`src/rtl/gpio_irq_pkg.sv`:
```
// Package: shared constants and register selector type of the GPIO
// interrupt controller. Assumes a 3-bit register field per port.
package gpio_irq_pkg;

    localparam int REG_SEL_W = 3;

    typedef enum logic [REG_SEL_W-1:0] {
        REG_ENABLE = 3'd0,
        REG_KIND   = 3'd1,
        REG_POL    = 3'd2,
        REG_DIR    = 3'd3,
        REG_STATUS = 3'd4,
        REG_ACK    = 3'd5,
        REG_RSVD6  = 3'd6,
        REG_RSVD7  = 3'd7
    } reg_sel_e;

    typedef struct packed {
        logic en;
        logic kind;
        logic pol;
        logic dir;
        logic ack;
    } wr_strobe_t;

endpackage

```
`src/rtl/gpio_irq_sync.sv`:
```
// Module: multi-flop synchronizer for a vector of asynchronous pins.
// Assumes STAGES >= 2. Every bit is treated independently; the output
// is the value seen STAGES clock edges earlier.
module gpio_irq_sync #(
    parameter int WIDTH  = 16,
    parameter int STAGES = 2
) (
    input  logic             clk,
    input  logic             rst_n,
    input  logic [WIDTH-1:0] d_i,
    output logic [WIDTH-1:0] q_o
);
    logic [WIDTH-1:0] stage_q [STAGES];

    // First stage captures the raw pins.
    always_ff @(posedge clk) begin
        if (!rst_n) stage_q[0] <= '0;
        else        stage_q[0] <= d_i;
    end

    for (genvar k = 1; k < STAGES; k++) begin : g_stage
        // Each later stage re-samples the one before it.
        always_ff @(posedge clk) begin
            if (!rst_n) stage_q[k] <= '0;
            else        stage_q[k] <= stage_q[k-1];
        end
    end

    assign q_o = stage_q[STAGES-1];
endmodule

```
`src/rtl/gpio_irq_port.sv`:
```
// Module: configuration registers and per-line request logic of one port.
// Assumes pin_sync_i is already synchronized. The port keeps one previous
// sample for edge detection. Edge requests latch until acknowledged; level
// requests follow the pin. Disarmed lines (enable 0 or output) report
// nothing and lose any latched edge.
module gpio_irq_port
    import gpio_irq_pkg::*;
#(
    parameter int LINES = 8
) (
    input  logic             clk,
    input  logic             rst_n,
    input  logic [LINES-1:0] pin_sync_i,
    input  wr_strobe_t       we_i,
    input  logic [LINES-1:0] wr_data_i,
    output logic [LINES-1:0] en_o,
    output logic [LINES-1:0] kind_o,
    output logic [LINES-1:0] pol_o,
    output logic [LINES-1:0] dir_o,
    output logic [LINES-1:0] status_o
);
    logic [LINES-1:0] en_q, kind_q, pol_q, dir_q;
    logic [LINES-1:0] prev_q, sticky_q;
    logic [LINES-1:0] armed, armed_edge, armed_level;
    logic [LINES-1:0] evt, ack_clr, sticky_d, level_hit;

    // Configuration registers, each loaded by its own strobe.
    always_ff @(posedge clk) begin
        if (!rst_n) begin
            en_q   <= '0;
            kind_q <= '0;
            pol_q  <= '0;
            dir_q  <= '0;
        end else begin
            if (we_i.en)   en_q   <= wr_data_i;
            if (we_i.kind) kind_q <= wr_data_i;
            if (we_i.pol)  pol_q  <= wr_data_i;
            if (we_i.dir)  dir_q  <= wr_data_i;
        end
    end

    // Previous synchronized sample, always tracked so history stays fresh.
    always_ff @(posedge clk) begin
        if (!rst_n) prev_q <= '0;
        else        prev_q <= pin_sync_i;
    end

    // Arming and event decode per line.
    always_comb begin
        armed       = en_q & ~dir_q;
        armed_edge  = armed & kind_q;
        armed_level = armed & ~kind_q;
        evt         = (pol_q & pin_sync_i & ~prev_q) |
                      (~pol_q & ~pin_sync_i & prev_q);
        ack_clr     = we_i.ack ? wr_data_i : '0;
        level_hit   = armed_level & ~(pin_sync_i ^ pol_q);
        sticky_d    = armed_edge & ((sticky_q & ~ack_clr) | evt);
    end

    // Sticky edge flags: set wins over acknowledge, disarm discards.
    always_ff @(posedge clk) begin
        if (!rst_n) sticky_q <= '0;
        else        sticky_q <= sticky_d;
    end

    assign status_o = (sticky_q & armed_edge) | level_hit;
    assign en_o     = en_q;
    assign kind_o   = kind_q;
    assign pol_o    = pol_q;
    assign dir_o    = dir_q;

    for (genvar i = 0; i < LINES; i++) begin : g_chk
        // a detected edge on an armed edge line is latched.
        p_edge_capture_r5: assert property (@(posedge clk) disable iff (!rst_n)
            (armed_edge[i] && evt[i]) |=> sticky_q[i]);
        // a latched flag holds while armed and not acknowledged.
        p_sticky_hold_r6: assert property (@(posedge clk) disable iff (!rst_n)
            (armed_edge[i] && sticky_q[i] && !ack_clr[i]) |=> sticky_q[i]);
        // disarming drops any latched edge.
        p_disarm_clear_r7: assert property (@(posedge clk) disable iff (!rst_n)
            (!armed_edge[i]) |=> !sticky_q[i]);
        // a level line whose pin left the polarity stays quiet.
        p_level_follow_r4: assert property (@(posedge clk) disable iff (!rst_n)
            (!kind_q[i] && (pin_sync_i[i] != pol_q[i])) |-> !status_o[i]);
    end
endmodule

```
`src/rtl/gpio_irq_ctrl.sv`:
```
// Module: top of the two-port GPIO interrupt controller. Synchronizes the
// pins, decodes writes into per-port strobes, muxes reads and ORs all
// status into one request. Assumes one write per cycle; reads are
// combinational.
module gpio_irq_ctrl
    import gpio_irq_pkg::*;
#(
    parameter int NUM_PORTS   = 2,
    parameter int LINES       = 8,
    parameter int SYNC_STAGES = 2,
    localparam int PORT_W     = (NUM_PORTS > 1) ? $clog2(NUM_PORTS) : 1,
    localparam int ADDR_W     = PORT_W + REG_SEL_W,
    localparam int NPINS      = NUM_PORTS * LINES
) (
    input  logic              clk,
    input  logic              rst_n,
    input  logic [NPINS-1:0]  pin_i,
    input  logic              wr_en_i,
    input  logic [ADDR_W-1:0] wr_addr_i,
    input  logic [LINES-1:0]  wr_data_i,
    input  logic [ADDR_W-1:0] rd_addr_i,
    output logic [LINES-1:0]  rd_data_o,
    output logic              irq_o
);
    logic [NPINS-1:0] pin_sync;
    logic [LINES-1:0] en_a     [NUM_PORTS];
    logic [LINES-1:0] kind_a   [NUM_PORTS];
    logic [LINES-1:0] pol_a    [NUM_PORTS];
    logic [LINES-1:0] dir_a    [NUM_PORTS];
    logic [LINES-1:0] status_a [NUM_PORTS];
    logic [NUM_PORTS-1:0] port_req;
    logic [NUM_PORTS-1:0] port_armed;

    reg_sel_e          wr_sel, rd_sel;
    logic [PORT_W-1:0] wr_port, rd_port;

    assign wr_sel  = reg_sel_e'(wr_addr_i[REG_SEL_W-1:0]);
    assign rd_sel  = reg_sel_e'(rd_addr_i[REG_SEL_W-1:0]);
    assign wr_port = wr_addr_i[ADDR_W-1:REG_SEL_W];
    assign rd_port = rd_addr_i[ADDR_W-1:REG_SEL_W];

    gpio_irq_sync #(.WIDTH(NPINS), .STAGES(SYNC_STAGES)) u_sync (
        .clk   (clk),
        .rst_n (rst_n),
        .d_i   (pin_i),
        .q_o   (pin_sync)
    );

    for (genvar p = 0; p < NUM_PORTS; p++) begin : g_port
        wr_strobe_t we;
        logic       hit;

        // Decode this port's write strobes.
        always_comb begin
            hit     = wr_en_i && (wr_port == PORT_W'(p));
            we.en   = hit && (wr_sel == REG_ENABLE);
            we.kind = hit && (wr_sel == REG_KIND);
            we.pol  = hit && (wr_sel == REG_POL);
            we.dir  = hit && (wr_sel == REG_DIR);
            we.ack  = hit && (wr_sel == REG_ACK);
        end

        gpio_irq_port #(.LINES(LINES)) u_port (
            .clk        (clk),
            .rst_n      (rst_n),
            .pin_sync_i (pin_sync[p*LINES +: LINES]),
            .we_i       (we),
            .wr_data_i  (wr_data_i),
            .en_o       (en_a[p]),
            .kind_o     (kind_a[p]),
            .pol_o      (pol_a[p]),
            .dir_o      (dir_a[p]),
            .status_o   (status_a[p])
        );

        assign port_req[p]   = |status_a[p];
        assign port_armed[p] = |(en_a[p] & ~dir_a[p]);
    end

    // Read multiplexer over port and register select.
    always_comb begin
        rd_data_o = '0;
        for (int p = 0; p < NUM_PORTS; p++) begin
            if (rd_port == PORT_W'(p)) begin
                unique case (rd_sel)
                    REG_ENABLE: rd_data_o = en_a[p];
                    REG_KIND:   rd_data_o = kind_a[p];
                    REG_POL:    rd_data_o = pol_a[p];
                    REG_DIR:    rd_data_o = dir_a[p];
                    REG_STATUS: rd_data_o = status_a[p];
                    default:    rd_data_o = '0;
                endcase
            end
        end
    end

    assign irq_o = |port_req;

    // with no armed line anywhere the request stays low.
    p_quiet_unarmed_r7: assert property (@(posedge clk) disable iff (!rst_n)
        (port_armed == '0) |-> !irq_o);
    // acknowledge reads as zero.
    p_ack_reads_zero_r2: assert property (@(posedge clk) disable iff (!rst_n)
        (rd_sel == REG_ACK) |-> (rd_data_o == '0));
    // reserved registers read as zero.
    p_rsvd_reads_zero_r10: assert property (@(posedge clk) disable iff (!rst_n)
        (rd_sel == REG_RSVD6 || rd_sel == REG_RSVD7) |-> (rd_data_o == '0));
endmodule

```
`config.mk`:
```
export PLATFORM = sky130hd
export DESIGN_NAME = gpio_irq_ctrl
export DESIGN_NICKNAME = d
export VERILOG_FILES = /design/src/rtl/gpio_irq_pkg.sv /design/src/rtl/gpio_irq_sync.sv /design/src/rtl/gpio_irq_port.sv /design/src/rtl/gpio_irq_ctrl.sv
export SDC_FILE = /design/constraint.sdc
export NUM_CORES = 1
export LEC_CHECK = 0
export CAP_MARGIN = 0
export CORE_UTILIZATION = 55
export DETAILED_ROUTE_END_ITERATION = 7
export GPL_ROUTABILITY_DRIVEN = 0
export GPL_TIMING_DRIVEN = 1
export PLACE_DENSITY = 0.81
export SETUP_SLACK_MARGIN = 0.3
export SLEW_MARGIN = 25
export SYNTH_ARGS = -nofsm -noshare
export SYNTH_HDL_FRONTEND = slang
export SYNTH_SLANG_ARGS = --single-unit
export TNS_END_PERCENT = 5
```
`constraint.sdc`:
```
create_clock -name clk -period 1.87 [get_ports clk]
set_input_delay 0.187 -clock clk [delete_from_list [all_inputs] [get_ports clk]]
set_output_delay 0.187 -clock clk [all_outputs]
set_load 0.01 [all_outputs]
```
== After elaboration in Yosys (flattened, before gate mapping) ==
Memories as Yosys holds them, arrays and structs flattened.
Cells that the tools add are included.

* Register bits after elaboration: 96
* Bits in latches: 0
* Memory bits (writable): 32
* Memory bits (read-only): 0
* Bits of input ports: 35
* Word-level logic and storage cells: 92
* Memories: 1

{| class="wikitable"
|+ Memory list
! name !! depth !! bits a word !! read ports !! clocked after memory_dff !! wr ports !! RTL line !! text
|-
| u_sync.stage_q || 2 || 16 || 2 || 0 || 2 || gpio_irq_sync.sv:13 || <nowiki>logic [WIDTH-1:0] stage_q [STAGES];</nowiki>
|}

* Add/subtract/negate cells: 0
* Multiply operators: 0
* Divide/modulo/power cells: 0
* $lt $le $gt $ge: 0
* Equal/unequal tests: 8
* Shift-type cells: 0
* Mux-type cells: 9
* Bitwise logic cells: 47
* Reduce and logical (&&, ||, !) cells: 15

{| class="wikitable"
|+ Operators by type and width
! operator !! number
|-
| AND 8 bit || 22
|-
| NOT 8 bit || 14
|-
| one-hot mux 8 bit (5 select lines) || 2
|-
| bitwise OR 8 bit || 6
|-
| two-way mux 16 bit || 2
|-
| two-way mux 8 bit || 3
|-
| OR reduction 16 bit || 1
|-
| XOR 8 bit || 2
|-
| equality test 3 x 2 -> 1 bit (second input constant) || 4
|-
| logical AND 1 bit || 12
|-
| equality test 3 x 1 -> 1 bit (second input constant) || 2
|-
| equality test 3 bit (second input constant) || 2
|-
| logical NOT 3 bit || 2
|-
| two-way mux 1 bit || 2
|-
| bitwise OR 1 bit || 2
|-
| NOT 1 bit || 1
|}

== Depth between registers and ports, before layout ==
* Depth in word-level cells: 8
* Depth in mapped cells: 6
* Depth with buffers taken out: 6

== Cells and area by module ==
Synthesis repeated with hierarchy kept, for this count alone.

* Cells, all modules: 640
* Area total of the unflattened synthesis: 6,439.9 sq um

{| class="wikitable"
|+ Modules (own cells, without submodules)
! module !! instances !! cells each !! area each (sq um)
|-
| gpio_irq_port || 2 || 226 || 2,331.0
|-
| gpio_irq_sync || 1 || 67 || 895.9
|-
| gpio_irq_ctrl || 1 || 121 || 882.1
|}

== Worst setup path after synthesis ==
No wires, ideal clock.

* Kind: register -> output
* From: register g_port[0].u_port.pol_q[6]
* To: output port rd_data_o[6]
* Arrival time: 1,653 ps
* Required time: 1,683 ps
* Path slack: 30 ps
* Stages on the path, launching flop included: 7
* Buffers on the path: 0
* Cell sequence: dfxtp_1 > inv_1 > ha_1 > or2_2 > a211oi_2 > o22ai_1 > a211oi_1

* Word-level cells in the longest chain between the ends: 6

{| class="wikitable"
|+ Ends and longest elaborated chain
! element !! RTL line !! text
|-
| from (decl) || gpio_irq_port.sv:22 || <nowiki>logic [LINES-1:0] en_q, kind_q, pol_q, dir_q;</nowiki>
|-
| from (signal assigned) || gpio_irq_port.sv:37 || <nowiki>if (we_i.pol) pol_q <= wr_data_i;</nowiki>
|-
| XOR 8 bit || gpio_irq_port.sv:56 || <nowiki>level_hit = armed_level & ~(pin_sync_i ^ pol_q);</nowiki>
|-
| NOT 8 bit || gpio_irq_port.sv:56 ||
|-
| AND 8 bit || gpio_irq_port.sv:56 ||
|-
| bitwise OR 8 bit || gpio_irq_port.sv:66 || <nowiki>assign status_o = (sticky_q & armed_edge) | level_hit;</nowiki>
|-
| one-hot mux 8 bit (5 select lines) * || gpio_irq_ctrl.sv:85 || <nowiki>unique case (rd_sel)</nowiki>
|-
| two-way mux 8 bit * || gpio_irq_ctrl.sv:84 || <nowiki>if (rd_port == PORT_W'(p)) begin</nowiki>
|-
| to (decl) || gpio_irq_ctrl.sv:22 || <nowiki>output logic [LINES-1:0] rd_data_o,</nowiki>
|}

Every way passes the cells marked *; elsewhere a longest branch is shown, timed or not.

== Worst setup path in the final report ==
* From: register g_port[1].u_port.pol_q[3]
* To: output port rd_data_o[3]

* Word-level cells in the longest chain between the ends: 6

{| class="wikitable"
|+ Ends and longest elaborated chain
! element !! RTL line
|-
| from (decl) || gpio_irq_port.sv:22
|-
| from (signal assigned) || gpio_irq_port.sv:37
|-
| XOR 8 bit || gpio_irq_port.sv:56
|-
| NOT 8 bit || gpio_irq_port.sv:56
|-
| AND 8 bit || gpio_irq_port.sv:56
|-
| bitwise OR 8 bit || gpio_irq_port.sv:66
|-
| one-hot mux 8 bit (5 select lines) * || gpio_irq_ctrl.sv:85
|-
| two-way mux 8 bit * || gpio_irq_ctrl.sv:84
|}

Marks and branches as above.

==> impl_results.md <==
* Status: finished with violations
* Async SR Flop Fraction at 0%
* Post-synthesis cell count at 689
* Crit-path leading delay family: compound AO/OA/AOI/OAI gates
* GRT overflow at 0
* Via Count at between 5000 and 6000
* Slowest CP cell: a222oi_1
* Tcrit/Tclk final at 130.3%
* Die W at approximately 110 um
* PD cells at around 790 nW/um^2
* DR pass1 iterations at 5
* Fraction of layout cells with a size suffix above 1 at a little under a third
* Worst VDD drop at 0.001073 V
* Relative slew slack at a little under two thirds
* PortBufs at between 40 and 50
* Final WS setup at -567.3 ps
* Final setup fails at 9
* Die Height at around 110 um
* Fmax at 0.4103 GHz
* Final Util at about four fifths
* Non-Filler Instances at just over 1000
* Syn Nets at between 700 and 800
* Number of flops mapped to enable cells by yosys at 0
* RSZ-0062 raised after global routing: true
* YS warnings at 0
* Max stage delay on crit path at 510 ps
* WP data arrival at about 2300 ps
* CP bufs+invs at 2
* GRT Util Overall at about 33%
* Global-route wire length before repair at around 29000 um
* Slew Viols, Final at 0
* Clock slew at reported path FFs at 50 ps
* H-tree depth at 4
* Footprint of the multi-input gates at about 3600 sq um
* Mapped cell area at 6285 sq um
* # Max-Cap Violations at 0
* Worst-Skew Late Latency at about 430 ps
* Hold WC Path Type: in -> reg
* Nets at just over 900
* Crit-path max FO at 2
* Synthesis-to-finish area growth at 38.42%
* DR DRC count at 0
* CTS tree: yes
* Site Rows at 38
* Vias/cell at around 5.8
* TritonCTS Sinks at about 130
* Startpoint types: register
* Routed Antenna Nets at 0
* Mean Syn Cell Area at 9.122 sq um
* Clk_skew at just over 7 ps
* Hpwl dp at 12110 um
* Die ar. at between 10000 and 15000 sq um
* Synth Register Bits at ~130
* Top cells by count, synth: 128 x dfxtp_1, 67 x nand2_1, 65 x mux2i_1, 57 x and2_1, 44 x inv_1
* Vias in the first global route at 6088
* WL/cell at ~18 um
* Antenna diodes at 0
* Post-layout power at about 6.9 mW
* Seq/Total Area, Yosys at 40.77%
* Iter 0 DRT Violations at between 500 and 600
* LEAKAGE at 3.566 nW
* Share of the synthesized area in the top cell type at around two fifths
* Synth unique cells at 46
* Hold_buf cts at 0
* Critical Setup Path Class: reg -> out
* Pre-CTS WS at -704.5 ps
* Initial antenna violation count at 0
* Failing checks: setup timing
* Worst-margin pin slew at 540.4 ps
* Required @ worst endpoint at 1680 ps
* TritonCTS buffer count at 17
* Most frequent cell after synthesis: dfxtp_1
* Synth area leaders: dfxtp_1 41%, mux2i_1 10%, ha_1 6.4%
* Top_reg_cell synth: dfxtp_1
* Std-Cell Core Area at 10980 sq um
* # IOs at 44
* Placed cells at approximately 970
* Synth area leader: dfxtp_1
* Routed WL at 18190 um
* Largest net degree at the start of global routing at 65
* Clock tree buffer depth at 2
* Crit. End Element: output port
* Fillers at roughly 690
* Setup TNS at -4084 ps
* Reg area at between 2000 and 3000 sq um
* Endpoints failing hold at 0
* Starting density of the core at roughly 57%
* Clock root buffer: clkbuf_16
* Period minus WS final at ~2400 ps
* CP cell instances: inv_2, ha_4, or2_4, a21oi_4, a221oi_2, a222oi_1, buf_2
worst paths after layout:
path	from	end	slack (ps)	cells past startpoint
max	g_port[1].u_port.pol_o[3]	rd_data_o[3]	-570	7
min	rst_n	g_port[1].u_port.sticky_q[7]	190	3
min reg2reg	u_sync.stage_q[0][0]	u_sync.stage_q[1][0]	430	1
max reg2reg	g_port[1].u_port.pol_o[2]	g_port[1].u_port.sticky_q[2]	760	5
through the flow:
step | area (sq um) | hold WS (ps)
after floorplan | 6341 | 314.3
after global placement | 7878 | 414.2
after detailed placement | 7878 | 418.3
after CTS | 8637 | 176.5
after global routing | 8700 | 200.2
final | 8700 | 190.7
sequential cells by signal, indices dropped and copies added, names as in the netlist:
signal / count
g_port.u_port.prev_q: 16
u_sync.stage_q: 32
g_port.u_port.sticky_q: 16
g_port.u_port.en_o: 16
g_port.u_port.pol_o: 16
g_port.u_port.dir_o: 16
g_port.u_port.kind_o: 16
what timing repair did:
action	4_1_cts	5_1_grt
buffers inserted	3	2
endpoints found under the setup margin	9	25
gates resized for setup	76	12
pin swaps	23	12
tightest hold or removal path: stages:
cell      delay, ps
buf_4           220
nand2_1         110
a211oi_1         40
power breakdown:
part	internal, mW	leakage (nW)	total [mW]	switching (mW)
Clock	2.22	0.304	3.41	1.19
Combinational	0.333	2.21	0.667	0.334
Sequential	2.79	1.05	2.82	0.0282
Total	5.34	3.57	6.90	1.56
per-layer routing:
metal	vias to the layer above	track usage (%)	wire (um)
met2	305	57.10	9204
li1	2698	-	-
met1	2775	33.20	6513
met4	0	22.49	1039
met5	-	0	0
met3	80	9.683	1431
layout by cell type (no fill, tap or decap), types with 7 or more instances in the layout:
master and instances:
clkdlybuf4s50_1 31, nand3_1 18, a211oi_1 16, dfxtp_1 114, buf_2 9, nor2_1 9, a211oi_2 7, and2_1 57
buf_4 142, nor2b_1 34, dfxtp_2 14, mux2i_1 65, a21oi_4 10, nand2_1 65, clkbuf_16 17, a21boi_0 24
ha_1 30, o21ai_0 38, inv_1 40, or2_2 9, or2_4 8, nand2b_1 16
cells by family after synthesis:
logic type / count (synthesis) / synth area share, %
DFF: 128 / 40.77
muxes: 70 / 11.96
buffers and inverters: 86 / 5.674
adders and majority gates: 32 / 6.371
and+or+nand+nor: 241 / 21.18
AOI/OAI and AO/OA: 132 / 14.04
final cells by class:
cell class / count / share of cell area [%]
Clock buffer: 21 / 5.523
Clock inverter: 11 / 1.553
Inverter: 45 / 1.942
Multi-Input combinational cell: 475 / 41.54
Sequential cell: 128 / 29.66
Tap cell: 140 / 2.014
Timing Repair Buffer: 189 / 17.78
No activity file was read; power rests on OpenSTA's default activity.
